===== config.mk =====
export PLATFORM = sky130hd
export DESIGN_NAME = ecc_syndrome_fix
export DESIGN_NICKNAME = d
export VERILOG_FILES = /design/src/rtl/ecc_fix_pkg.sv /design/src/rtl/ecc_code_pack.sv /design/src/rtl/ecc_popcount.sv /design/src/rtl/ecc_locator.sv /design/src/rtl/ecc_syndrome_fix.sv
export SDC_FILE = /design/constraint.sdc
export NUM_CORES = 1
export LEC_CHECK = 0
export BUFFER_PORTS_ARGS = -buffer_cell sky130_fd_sc_hd__buf_2
export CELL_PAD_IN_SITES_DETAIL_PLACEMENT = 0
export CELL_PAD_IN_SITES_GLOBAL_PLACEMENT = 1
export CORE_UTILIZATION = 40
export DETAILED_ROUTE_END_ITERATION = 12
export PLACE_DENSITY = 0.76
export SETUP_SLACK_MARGIN = 0.3
export SLEW_MARGIN = 15
export SYNTH_ARGS = -nofsm -noshare
export SYNTH_HDL_FRONTEND = slang
export SYNTH_SLANG_ARGS = --single-unit

===== constraint.sdc =====
create_clock -name clk -period 12.2 [get_ports clk]
set_input_delay 1.83 -clock clk [delete_from_list [all_inputs] [get_ports clk]]
set_output_delay 1.83 -clock clk [all_outputs]
set_load 0.005 [all_outputs]

===== src/rtl/ecc_fix_pkg.sv =====
package ecc_fix_pkg;
  localparam int RAW_W   = 32;
  localparam int CODE_W  = 24;
  localparam int PAIRS   = CODE_W / 2;
  localparam int BIT_W   = 3;
  localparam int OFF_W   = PAIRS - BIT_W;
  localparam int CNT_W   = $clog2(CODE_W + 1);

  typedef enum logic [1:0] {
    ST_CLEAN   = 2'b00,
    ST_FIXED   = 2'b01,
    ST_UNFIX   = 2'b10
  } fix_status_t;
endpackage


===== src/rtl/ecc_code_pack.sv =====
module ecc_code_pack
  import ecc_fix_pkg::*;
(
  input  logic [RAW_W-1:0]  raw,
  output logic [CODE_W-1:0] code
);
  logic unused_raw_bits;
  assign unused_raw_bits = ^{raw[31:28], raw[15:12]};
  // high byte carries two nibbles; the upper one comes from raw[27:24]
  assign code = {raw[27:24], raw[11:8], raw[23:16], raw[7:0]};
endmodule


===== src/rtl/ecc_popcount.sv =====
module ecc_popcount #(
  parameter int W    = 24,
  parameter int LANE = 6
) (
  input  logic [W-1:0]           vec,
  output logic [$clog2(W+1)-1:0] cnt
);
  localparam int CW = $clog2(W + 1);
  localparam int NL = (W + LANE - 1) / LANE;

  logic [CW-1:0] lane_cnt [NL];

  for (genvar l = 0; l < NL; l++) begin : g_lane
    always_comb begin
      lane_cnt[l] = '0;
      for (int i = 0; i < LANE; i++) begin
        if (l * LANE + i < W) lane_cnt[l] = lane_cnt[l] + CW'(vec[l * LANE + i]);
      end
    end
  end

  always_comb begin
    cnt = '0;
    for (int l = 0; l < NL; l++) cnt = cnt + lane_cnt[l];
  end
endmodule


===== src/rtl/ecc_locator.sv =====
module ecc_locator
  import ecc_fix_pkg::*;
(
  input  logic [CODE_W-1:0] diff,
  input  logic [CNT_W-1:0]  ones,
  input  logic              erased,
  output fix_status_t       status,
  output logic [OFF_W-1:0]  off,
  output logic [BIT_W-1:0]  bidx
);
  logic [CODE_W-1:0] e;
  logic [PAIRS-1:0]  odd_m;

  // reorder the difference into pair order: (e[2k], e[2k+1]) is pair k
  assign e = {diff[17:16], diff[15:8], diff[7:0], diff[23:18]};

  for (genvar k = 0; k < PAIRS; k++) begin : g_pair
    assign odd_m[k] = e[2 * k + 1];
  end

  always_comb begin
    status = ST_UNFIX;
    off    = '0;
    bidx   = '0;
    if (ones == CNT_W'(0)) begin
      status = ST_CLEAN;
    end else if (ones == CNT_W'(PAIRS)) begin
      status = ST_FIXED;
      bidx   = odd_m[BIT_W-1:0];
      off    = odd_m[PAIRS-1:BIT_W];
    end else if (ones == CNT_W'(1)) begin
      status = ST_UNFIX;
    end else if (erased) begin
      status = ST_CLEAN;
    end
  end
endmodule


===== src/rtl/ecc_syndrome_fix.sv =====
module ecc_syndrome_fix
  import ecc_fix_pkg::*;
#(
  parameter int POP_LANE = 6
) (
  input  logic              clk,
  input  logic              rst_n,
  input  logic              start,
  input  logic [CODE_W-1:0] stored_code,
  input  logic [RAW_W-1:0]  raw_parity,
  output logic              done,
  output logic [1:0]        status,
  output logic [OFF_W-1:0]  byte_off,
  output logic [BIT_W-1:0]  bit_idx,
  input  logic [7:0]        fix_in,
  output logic [7:0]        fix_out
);
  logic [CODE_W-1:0] calc_code, diff_in;
  logic              busy, accept;

  ecc_code_pack u_pack (.raw(raw_parity), .code(calc_code));

  assign diff_in = stored_code ^ calc_code;
  assign busy    = s1_vld | s2_vld;
  assign accept  = start & ~busy;

  // stage 1: capture the difference and the erased flag
  logic              s1_vld, s1_erased;
  logic [CODE_W-1:0] s1_diff;
  always_ff @(posedge clk or negedge rst_n) begin
    if (!rst_n) begin
      s1_vld    <= 1'b0;
      s1_erased <= 1'b0;
      s1_diff   <= '0;
    end else begin
      s1_vld <= accept && (diff_in != '0);
      if (accept) begin
        s1_diff   <= diff_in;
        s1_erased <= (stored_code == {CODE_W{1'b1}}) && (calc_code == '0);
      end
    end
  end

  // stage 2: register the count of differing bits
  logic [CNT_W-1:0]  ones_c, s2_ones;
  logic              s2_vld, s2_erased;
  logic [CODE_W-1:0] s2_diff;

  ecc_popcount #(.W(CODE_W), .LANE(POP_LANE)) u_pop (.vec(s1_diff), .cnt(ones_c));

  always_ff @(posedge clk or negedge rst_n) begin
    if (!rst_n) begin
      s2_vld    <= 1'b0;
      s2_ones   <= '0;
      s2_diff   <= '0;
      s2_erased <= 1'b0;
    end else begin
      s2_vld <= s1_vld;
      if (s1_vld) begin
        s2_ones   <= ones_c;
        s2_diff   <= s1_diff;
        s2_erased <= s1_erased;
      end
    end
  end

  // stage 3: classify and publish
  fix_status_t      cls_st;
  logic [OFF_W-1:0] cls_off;
  logic [BIT_W-1:0] cls_bit;

  ecc_locator u_loc (
    .diff(s2_diff), .ones(s2_ones), .erased(s2_erased),
    .status(cls_st), .off(cls_off), .bidx(cls_bit)
  );

  fix_status_t st_q;
  always_ff @(posedge clk or negedge rst_n) begin
    if (!rst_n) begin
      done     <= 1'b0;
      st_q     <= ST_CLEAN;
      byte_off <= '0;
      bit_idx  <= '0;
    end else begin
      done <= 1'b0;
      if (s2_vld) begin
        done     <= 1'b1;
        st_q     <= cls_st;
        byte_off <= cls_off;
        bit_idx  <= cls_bit;
      end else if (accept && (diff_in == '0)) begin
        done     <= 1'b1;
        st_q     <= ST_CLEAN;
        byte_off <= '0;
        bit_idx  <= '0;
      end
    end
  end

  assign status  = st_q;
  assign fix_out = (st_q == ST_FIXED) ? (fix_in ^ (8'd1 << bit_idx)) : fix_in;

  // identical codes finish in one cycle, clean
  a_r2_equal_fast: assert property (@(posedge clk) disable iff (!rst_n)
    (start && !busy && stored_code == calc_code) |=> (done && status == 2'b00));
  // pipeline advances one stage per cycle
  a_r7_pipe_step: assert property (@(posedge clk) disable iff (!rst_n)
    s1_vld |=> (s2_vld && !s1_vld));
  a_r7_done_source: assert property (@(posedge clk) disable iff (!rst_n)
    $rose(done) |-> ($past(s2_vld) || $past(start)));
  // results change only with done, location zero unless corrected
  a_r8_hold: assert property (@(posedge clk) disable iff (!rst_n)
    !done |-> ($stable(status) && $stable(byte_off) && $stable(bit_idx)));
  a_r8_zero_loc: assert property (@(posedge clk) disable iff (!rst_n)
    (status != 2'b01) |-> (byte_off == '0 && bit_idx == '0));
  // fix port flips exactly one bit only when corrected
  a_r9_flip_one: assert property (@(posedge clk) disable iff (!rst_n)
    (status == 2'b01) |-> ($countones(fix_out ^ fix_in) == 1));
  a_r9_pass: assert property (@(posedge clk) disable iff (!rst_n)
    (status != 2'b01) |-> (fix_out == fix_in));
  // no new check enters while one is in flight
  a_r10_busy_block: assert property (@(posedge clk) disable iff (!rst_n)
    s2_vld |-> !($past(s1_vld) && $past(s2_vld)));
endmodule


## Word level (Yosys, flattened, before mapping)

Cells that the tools add are included.

| operators by class | value |
|---|---|
| add/sub/neg operators | 23 |
| multipliers | 0 |
| divide/modulo/power cells | 0 |
| order comparisons | 0 |
| equality and inequality tests | 4 |
| shift-type cells | 1 |
| mux-type cells | 17 |
| bitwise logic cells | 5 |
| reductions and logical operators | 8 |

Operator list:

| cell | count |
|---|---|
| $add 5x1->5 | 16 |
| $logic_not 24->1 | 2 |
| $mux 9 | 4 |
| $eq 24x24->1 const B | 1 |
| $reduce_bool 24->1 | 1 |
| $xor 24x24->24 | 1 |
| $add 5x5->5 | 3 |
| $mux 2 | 6 |
| $mux 3 | 4 |
| $add 1x1->2 | 4 |
| $mux 8 | 1 |
| $shl 1x3->8 const A | 1 |
| $xor 8x8->8 | 1 |
| $eq 5x1->1 const B | 1 |
| $eq 5x4->1 const B | 1 |
| $logic_not 5->1 | 1 |
| $logic_and 1x1->1 | 3 |
| $eq 2x1->1 const B | 1 |
| $mux 1 | 2 |
| $reduce_bool 2->1 | 1 |
| $and 1x1->1 | 1 |
| $not 1->1 | 1 |
| $or 1x1->1 | 1 |

| word-level totals | value |
|---|---|
| register bits | 72 |
| latch bits | 0 |
| memory bits (writable) | 0 |
| memory bits (read-only) | 0 |
| output and inout port bits | 23 |
| word-level logic and storage cells | 69 |
| memories | 0 |

## Longest topological paths before layout

Gate-level depths: netlist of the first run.

| depth | value |
|---|---|
| word-level depth | 8 |
| mapped depth | 17 |
| mapped depth without buffers | 17 |

## Modules after synthesis

Synthesis of the first run repeated with hierarchy kept, for this count alone.

| unflattened totals | value |
|---|---|
| cells, all modules | 381 |
| area, all modules | 4,254.1 µm² |

Modules (own cells, without submodules):

| module | times used | cells each | area each (µm²) | sequential area each (µm²) |
|---|---|---|---|---|
| ecc_syndrome_fix | 1 | 266 | 3,236.9 | 1,801.7 |
| ecc_popcount | 1 | 59 | 614.3 | 0.0 |
| ecc_locator | 1 | 32 | 222.7 | 0.0 |
| ecc_code_pack | 1 | 24 | 180.2 | 0.0 |

## Worst setup path after synthesis of the first run

Ideal clock, no wire load.

| path | value |
|---|---|
| path type | reg-to-reg |
| start | register s1_diff[6] |
| end | register s2_ones[3] |
| arrival time | 4.320 ns |
| data required time | 12.075 ns |
| setup slack | 7.756 ns |
| cell stages (with the launch flop) | 16 |
| path buffers | 0 |
| cells stage by stage | dfrtp_1 ha_1 fa_1 inv_1 fa_1 inv_1 fa_1 inv_1 fa_1 fa_1 inv_1 ha_1 a21o_1 a21oi_1 xnor2_1 mux2_2 |

| between the ends | value |
|---|---|
| longest elaborated chain between the ends | 8 |

RTL lines:

| item | line | text |
|---|---|---|
| from (decl) | ecc_syndrome_fix.sv:29 | `logic [CODE_W-1:0] s1_diff;` |
| from (signal assigned) | ecc_syndrome_fix.sv:38 | `s1_diff <= diff_in;` |
| $add 1x1->2 | ecc_popcount.sv:17 | `if (l * LANE + i < W) lane_cnt[l] = lane_cnt[l] + CW'(vec[l * LANE + i]);` |
| $add 5x1->5 (4 in a row) | ecc_popcount.sv:17 |  |
| $add 5x5->5 (3 in a row) | ecc_popcount.sv:24 | `for (int l = 0; l < NL; l++) cnt = cnt + lane_cnt[l];` |
| to (signal assigned) | ecc_syndrome_fix.sv:60 | `s2_ones <= ones_c;` |
| to (decl) | ecc_syndrome_fix.sv:45 | `logic [CNT_W-1:0] ones_c, s2_ones;` |

Every way passes these cells.
A chain may end at the register's enable or synchronous reset.

## Worst setup path after layout of the first run

| path | value |
|---|---|
| start | register s1_diff[7] |
| end | register s2_ones[3] |

The elaborated chain is that of the path after synthesis.

==> results.sh, run 1 <==
export IMPL_netlist_area_mm2=0.003521
export IMPL_ys_top_cells_by_area="dfrtp_1 (43%), fa_1 (9.1%), xnor2_1 (7.5%)"
export IMPL_post_route_period_util_pct=38.05
export IMPL_synth_edf_count=0
export IMPL_tightest_slew_ps=1069
export IMPL_yosysWarnings=0
export IMPL_ctsHoldBuffers=0
export IMPL_power_uw=1410
export IMPL_finalSetupTns_ps=0
export IMPL_layout_nets=503
export IMPL_yosysSeqAreaShare_pct=42.64
export IMPL_reg2reg_depth=15
export IMPL_hpwl_um=5856
export IMPL_r2r_start="s1_diff[7]"
export IMPL_status="completed"
export IMPL_cts_tree="yes"
export IMPL_first_pass_iters=4
export IMPL_yosysTopAreaCell="dfrtp_1"
export IMPL_grt_first_pass_wirelength_um=12060
export IMPL_fin_worst_skew_ps=9.693
export IMPL_antenna_left=0
export IMPL_crit_required_ps=12430
export IMPL_ctsResizeCount=0
export IMPL_start_util_pct=42.01
export IMPL_hp_class="reg2reg"
export IMPL_dp_cells=502
export IMPL_root_buffer="clkbuf_8"
export IMPL_post_drt_wl_per_cell_um=14.48
export IMPL_clkSlewWorstSetupHoldPaths_ps=70
export IMPL_critical_path_buf_inv_count=4
export IMPL_reg2reg_slack_ps=7560
export IMPL_endpoint="s2_ones[3]"
export IMPL_crit_start="s1_diff[7]"
export IMPL_synthesis_nets=424
export IMPL_via_count=2675
export IMPL_crit_family="adder cells"
export IMPL_drc=0
export IMPL_grt_pass1_vias=2534
export IMPL_fin_ws_ps=7557
export IMPL_die_h_um=95.82
export IMPL_cts_htree_levels=3
export IMPL_vias_per_cell=5.164
export IMPL_clk_latency_ps=350
export IMPL_dp_worst_setup_slack_ps=7500
export IMPL_worstPathMaxFanout=3
export IMPL_drt_iter0_drc=74
export IMPL_crit_type="reg2reg"
export IMPL_grt_antenna_before_repair=0
export IMPL_hp_start="s1_erased"
export IMPL_cp_common_cell="fa_1"
export IMPL_area_growth_pct=20.29
export IMPL_dieArea_mm2=0.009181
export IMPL_synth_ff_type="dfrtp_1"
export IMPL_synthDistinctLibCells=38
export IMPL_dieWidth_um=95.82
export IMPL_drive_above_1_share_pct=28.81
export IMPL_placed_cell_area_mm2=0.004000
export IMPL_synthArstFlopShare_pct=100.0
export IMPL_crit_cells=15
export IMPL_period_minus_slack_ps=4643
export IMPL_io_buffers=81
export IMPL_yosysMostFrequentCell="dfrtp_1"
export IMPL_io_pins=90
export IMPL_max_cap_violations=0
export IMPL_grt_max_degree=61
export IMPL_cts_sinks=60
export IMPL_end_kind="flip-flop"
export IMPL_slowest_delay_ps=600
export IMPL_start_kind="flip-flop"
export IMPL_rows=33
export IMPL_leakage_uw=0.001929
export IMPL_rr_endpoint="s2_ones[3]"
export IMPL_power_density_mw_per_mm2=332.8
export IMPL_coreArea_mm2=0.008382
export IMPL_synth_top_area_share_pct=42.64
export IMPL_numCtsBuffers=9
export IMPL_cp_arrival_ps=4870
export IMPL_hold_viol_final=0
export IMPL_rsz0062_at_grt="false"
export IMPL_wl_um=7500
export IMPL_fin_area_mm2=0.004235
export IMPL_num_antenna_cells=0
export IMPL_relSlewSlack_pct=28.44
export IMPL_place_congestion=0.7438
export IMPL_ys_ff_latch=60
export IMPL_grtUsageTotal_pct=17.91
export IMPL_syn_avg_cell_area_um2=10.70
export IMPL_setup_viol=0
export IMPL_max_freq_mhz=215.4
export IMPL_crit_chain="ha_1 > fa_1 > inv_1 > fa_1 > inv_1 > fa_1 > inv_1 > fa_1 > fa_1 > inv_1 > ha_1 > a21o_1 > a21oi_1 > xnor2_1 > mux2_2"
export IMPL_clock_tree_buffer_depth=2
export IMPL_postSynthCellCount=329
export IMPL_cpMaxStageDelayCell="fa_1"
export IMPL_cts_setup_buffers=0
export IMPL_vdd_ir_drop_max_uv=220.1
export IMPL_grt_overflow=0
export IMPL_synthTopCellsByCount="dfrtp_1 (60), a21oi_1 (40), nor2_1 (31), xnor2_1 (30), inv_1 (28)"
export IMPL_drv_slew=0
export IMPL_instances_no_fill=518
[where the power goes]
part | total (uW) | internal [uW] | switching (uW)
logic | 902 | 460 | 442
clock network | 207 | 126 | 80.4
registers | 301 | 254 | 46.7
total | 1410 | 840 | 569
[cell usage in the layout, fill, tap and decap left out, drive strengths merged, types with 9 or more instances in the layout]
cell | Yosys | layout
inv | 28 | 28
a22oi | 12 | 12
a21oi | 40 | 40
nand4 | 9 | 9
clkbuf | 7 | 11
nor4bb | 10 | 10
ha | 12 | 12
xnor2 | 30 | 30
nor2 | 32 | 32
fa | 16 | 16
mux2 | 16 | 16
buf | 8 | 83
a31oi | 13 | 13
dfrtp | 60 | 60
[stage by stage]
step	hold WS, ps	util [%]
after floorplan	360.9	-
after global placement	455.4	47.72
after detailed placement	461.5	47.72
after CTS	477.1	50.53
after global routing	509.1	50.53
final	475.3	50.53
[how the worst min path moves through the flow]
stage / cells after the start / to / slack (ps)
5_1_grt: 1 / s1_erased / 510
2_1_floorplan: 0 / s2_vld / 360
6_report: 1 / s1_erased / 480
4_1_cts: 1 / s1_erased / 480
3_3_place_gp: 1 / s1_erased / 460
3_5_place_dp: 1 / s1_erased / 460
[final cells by class]
cell class	count	area [um2]
clock buffers	11	151.4
multi-input cells	226	1842
clock inverters	5	83.83
flip-flops and latches	60	1501
well taps	105	131.4
fillers	801	4146
repair buffers	83	420.4
inverters	28	105.1
[state kept, by name, summed over array words and instances (netlist names)]
signal     flops
s1_diff       24
s2_diff       12
byte_off       9
s2_ones        5
bit_idx        3
status         2
done           1
s1_erased      1
s1_vld         1
s2_erased      1
s2_vld         1
[worst register-to-register path, delay by kind of cell (launching register included)]
family	cells	cell delay [ps]
AO/OA/AOI/OAI	2	330
XOR/XNOR	1	80
adder cells (fa/ha/maj)	7	3250
buffers and inverters	4	230
flip-flops	1	420
multiplexers	1	250
[metal layers]
layer	share of wire (%)	global-route usage, %	wire, um	vias up
li1	-	-	-	1314
met1	47	23.03	3507	1254
met2	46	29.17	3426	98
met3	6.0	3.791	447	9
met4	1.6	7.836	119	0
met5	0	0	0	-
[cell families (layout without fill, tap and decap cells)]
group                    count (synthesis)  count (layout)  share of synthesized area, %
XOR/XNOR                                35              35                         8.706
adder cells (fa/ha/maj)                 28              28                         13.36
AO/OA/AOI/OAI                           74              74                         12.47
flip-flops                              60              60                         42.64
AND/OR/NAND/NOR                         73              73                         12.58
buffers and inverters                   43             127                         5.117
multiplexers                            16              16                         5.117
Power figures use the tool's default switching activity.
==> run 2, diff against run 1 <==
==> constraint.sdc (replaced) <==
create_clock -name clk -period 4.65 [get_ports clk]
set_input_delay 0.6975 -clock clk [delete_from_list [all_inputs] [get_ports clk]]
set_output_delay 0.6975 -clock clk [all_outputs]
set_load 0.005 [all_outputs]
==> run 2 against run 1 <==
  * Non-clock buffer count is 2 higher
  * Core utilization is 0.75 points higher
  * Clock power grew to 3.1 times the previous value
  * Via count is 0.60% higher
  * Sequential share of layout area is 0.52 points lower
  * Register-to-register slack worse by 7400 ps
  * Cell area is 1.5% higher
  * First-iteration DRC count is 43% higher
==> results.sh, run 2 (synthesis results as in run 1) <==
export IMPL_drive_above_1_share_pct=30.60
export IMPL_max_cap_violations=0
export IMPL_place_congestion=0.8096
export IMPL_area_growth_pct=22.07
export IMPL_rsz0062_at_grt="true"
export IMPL_placed_cell_area_mm2=0.004006
export IMPL_clk_latency_ps=330
export IMPL_grt_first_pass_wirelength_um=12990
export IMPL_coreArea_mm2=0.008382
export IMPL_wl_um=7660
export IMPL_grt_max_degree=61
export IMPL_clockPowerShare_pct=16.0
export IMPL_drv_slew=0
export IMPL_dp_worst_setup_slack_ps=72.64
export IMPL_top_regs="s1_diff: 24 flops, s2_diff: 12 flops, byte_off: 9 flops"
export IMPL_vias_per_cell=5.175
export IMPL_clock_tree_buffer_depth=2
export IMPL_grt_overflow=0
export IMPL_fin_util_pct=51.28
export IMPL_dieArea_mm2=0.009181
export IMPL_drc=0
export IMPL_cpMaxStageDelayCell="fa_1"
export IMPL_start_util_pct=42.01
export IMPL_first_pass_iters=4
export IMPL_fin_area_mm2=0.004298
export IMPL_crit_chain="ha_1 > fa_1 > inv_1 > fa_1 > inv_1 > fa_1 > inv_1 > fa_1 > fa_1 > inv_1 > ha_1 > a21o_1 > a21oi_2 > xnor2_1 > mux2_2"
export IMPL_via_count=2691
export IMPL_hp_class="in2async"
export IMPL_hold_viol_final=0
export IMPL_grtUsageTotal_pct=18.88
export IMPL_layout_nets=505
export IMPL_cp_arrival_ps=4740
export IMPL_grt_pass1_vias=2704
export IMPL_cp_common_cell="fa_1"
export IMPL_root_buffer="clkbuf_8"
export IMPL_max_freq_mhz=221.5
export IMPL_regMostFlops="s1_diff"
export IMPL_drt_iter0_drc=106
export IMPL_start_kind="flip-flop"
export IMPL_rows=33
export IMPL_io_pins=90
export IMPL_status="completed"
export IMPL_setup_viol=0
export IMPL_hpwl_um=6016
export IMPL_end_kind="flip-flop"
export IMPL_cts_sinks=60
export IMPL_mostFrequentLayoutCells="buf_2 (81), dfrtp_1 (60), a21oi_1 (39)"
export IMPL_timing_hold_ws_ps=499.5
export IMPL_switching_share_pct=39.41
export IMPL_leakage_uw=0.001961
export IMPL_instances_no_fill=520
export IMPL_antenna_left=0
export IMPL_ctsHoldBuffers=0
export IMPL_io_buffers=81
export IMPL_post_drt_wl_per_cell_um=14.73
export IMPL_die_h_um=95.82
export IMPL_fin_worst_skew_ps=8.476
export IMPL_crit_type="reg2reg"
export IMPL_tightest_slew_ps=986.5
export IMPL_worstPathMaxFanout=2
export IMPL_power_internal_uw=2404
export IMPL_grt_antenna_before_repair=0
export IMPL_dp_cells=502
export IMPL_comb_power_share_pct=64.0
export IMPL_power_frac_seq_pct=20.0
export IMPL_num_antenna_cells=0
export IMPL_final_common_cell="buf_2"
export IMPL_post_route_period_util_pct=97.10
export IMPL_dieWidth_um=95.82
export IMPL_cts_htree_levels=3
export IMPL_cts_tree="yes"
export IMPL_numCtsBuffers=9
export IMPL_slowest_delay_ps=560
export IMPL_power_density_mw_per_mm2=923.3
export IMPL_largest_register_ffs=24
export IMPL_reg2reg_depth=15
export IMPL_fin_ws_ps=135.1
export IMPL_relSlewSlack_pct=33.99
export IMPL_crit_required_ps=4870
export IMPL_switching_power_uw=1564
export IMPL_clkSlewWorstSetupHoldPaths_ps=70
export IMPL_period_minus_slack_ps=4515
export IMPL_vdd_ir_drop_max_uv=793.1
==> run 2: through the flow <==
| stage | power (uW) | setup TNS [ps] |
|---|---|---|
| CTS | 4023 | 0 |
| floorplan | 2760 | 0 |
| finish | 3968 | 0 |
| global placement | 3230 | 0 |
| detailed placement | 3323 | 0 |
| global route | 4434 | -31.81 |
==> run 2: area by class of cell <==
class,count,area (um2)
inverter,28,105.1
fill,767,4084
sequential,60,1501
clock inverter,6,133.9
clock buffer,10,137.6
timing repair buffer,85,435.4
multi-input combinational,226,1853
tap,105,131.4
==> run 2: final timing paths <==
check | from | end | slack (ps)
max | s1_diff[7] | s2_ones[3] | 140
min | rst_n | s1_diff[21] | 500
max reg2reg | s1_diff[7] | s2_ones[3] | 140
min reg2reg | s1_erased | s1_erased | 520
max in group asynchronous | rst_n | s2_ones[4] | 3640
min in group clk | s1_erased | s1_erased | 520
==> run 2: per-layer routing <==
metal / track usage [%] / part of all wire, % / vias up
met3: 4.265 / 6.4 / 7
met5: 0 / 0 / -
met2: 32.02 / 48 / 111
met4: 4.726 / 1.1 / 0
met1: 24.45 / 45 / 1261
li1: - / - / 1312
==> run 2: timing repair <==
item | CTS | global route
endpoints found under the setup margin | 3 | 4
buffers inserted | 1 | 1
resized for setup | 4 | 1
pin swaps | 4 | 1
==> run 2: power groups by stage <==
stage | Clock (uW) | Combinational, uW | Sequential [uW]
after floorplan | 0 | 2000 | 757
after global placement | 0 | 2430 | 795
after detailed placement | 0 | 2520 | 801
after CTS | 644 | 2590 | 793
after global routing | 668 | 2950 | 815
final | 636 | 2540 | 793
==> run 2: worst max-delay path, delay by kind of cell, from the launching register on <==
kind,cells,cell delay [ps]
compound gates,2,310
fa+ha+maj,7,3150
mux,1,250
buf+inv,4,220
flops,1,390
xor+xnor,1,70
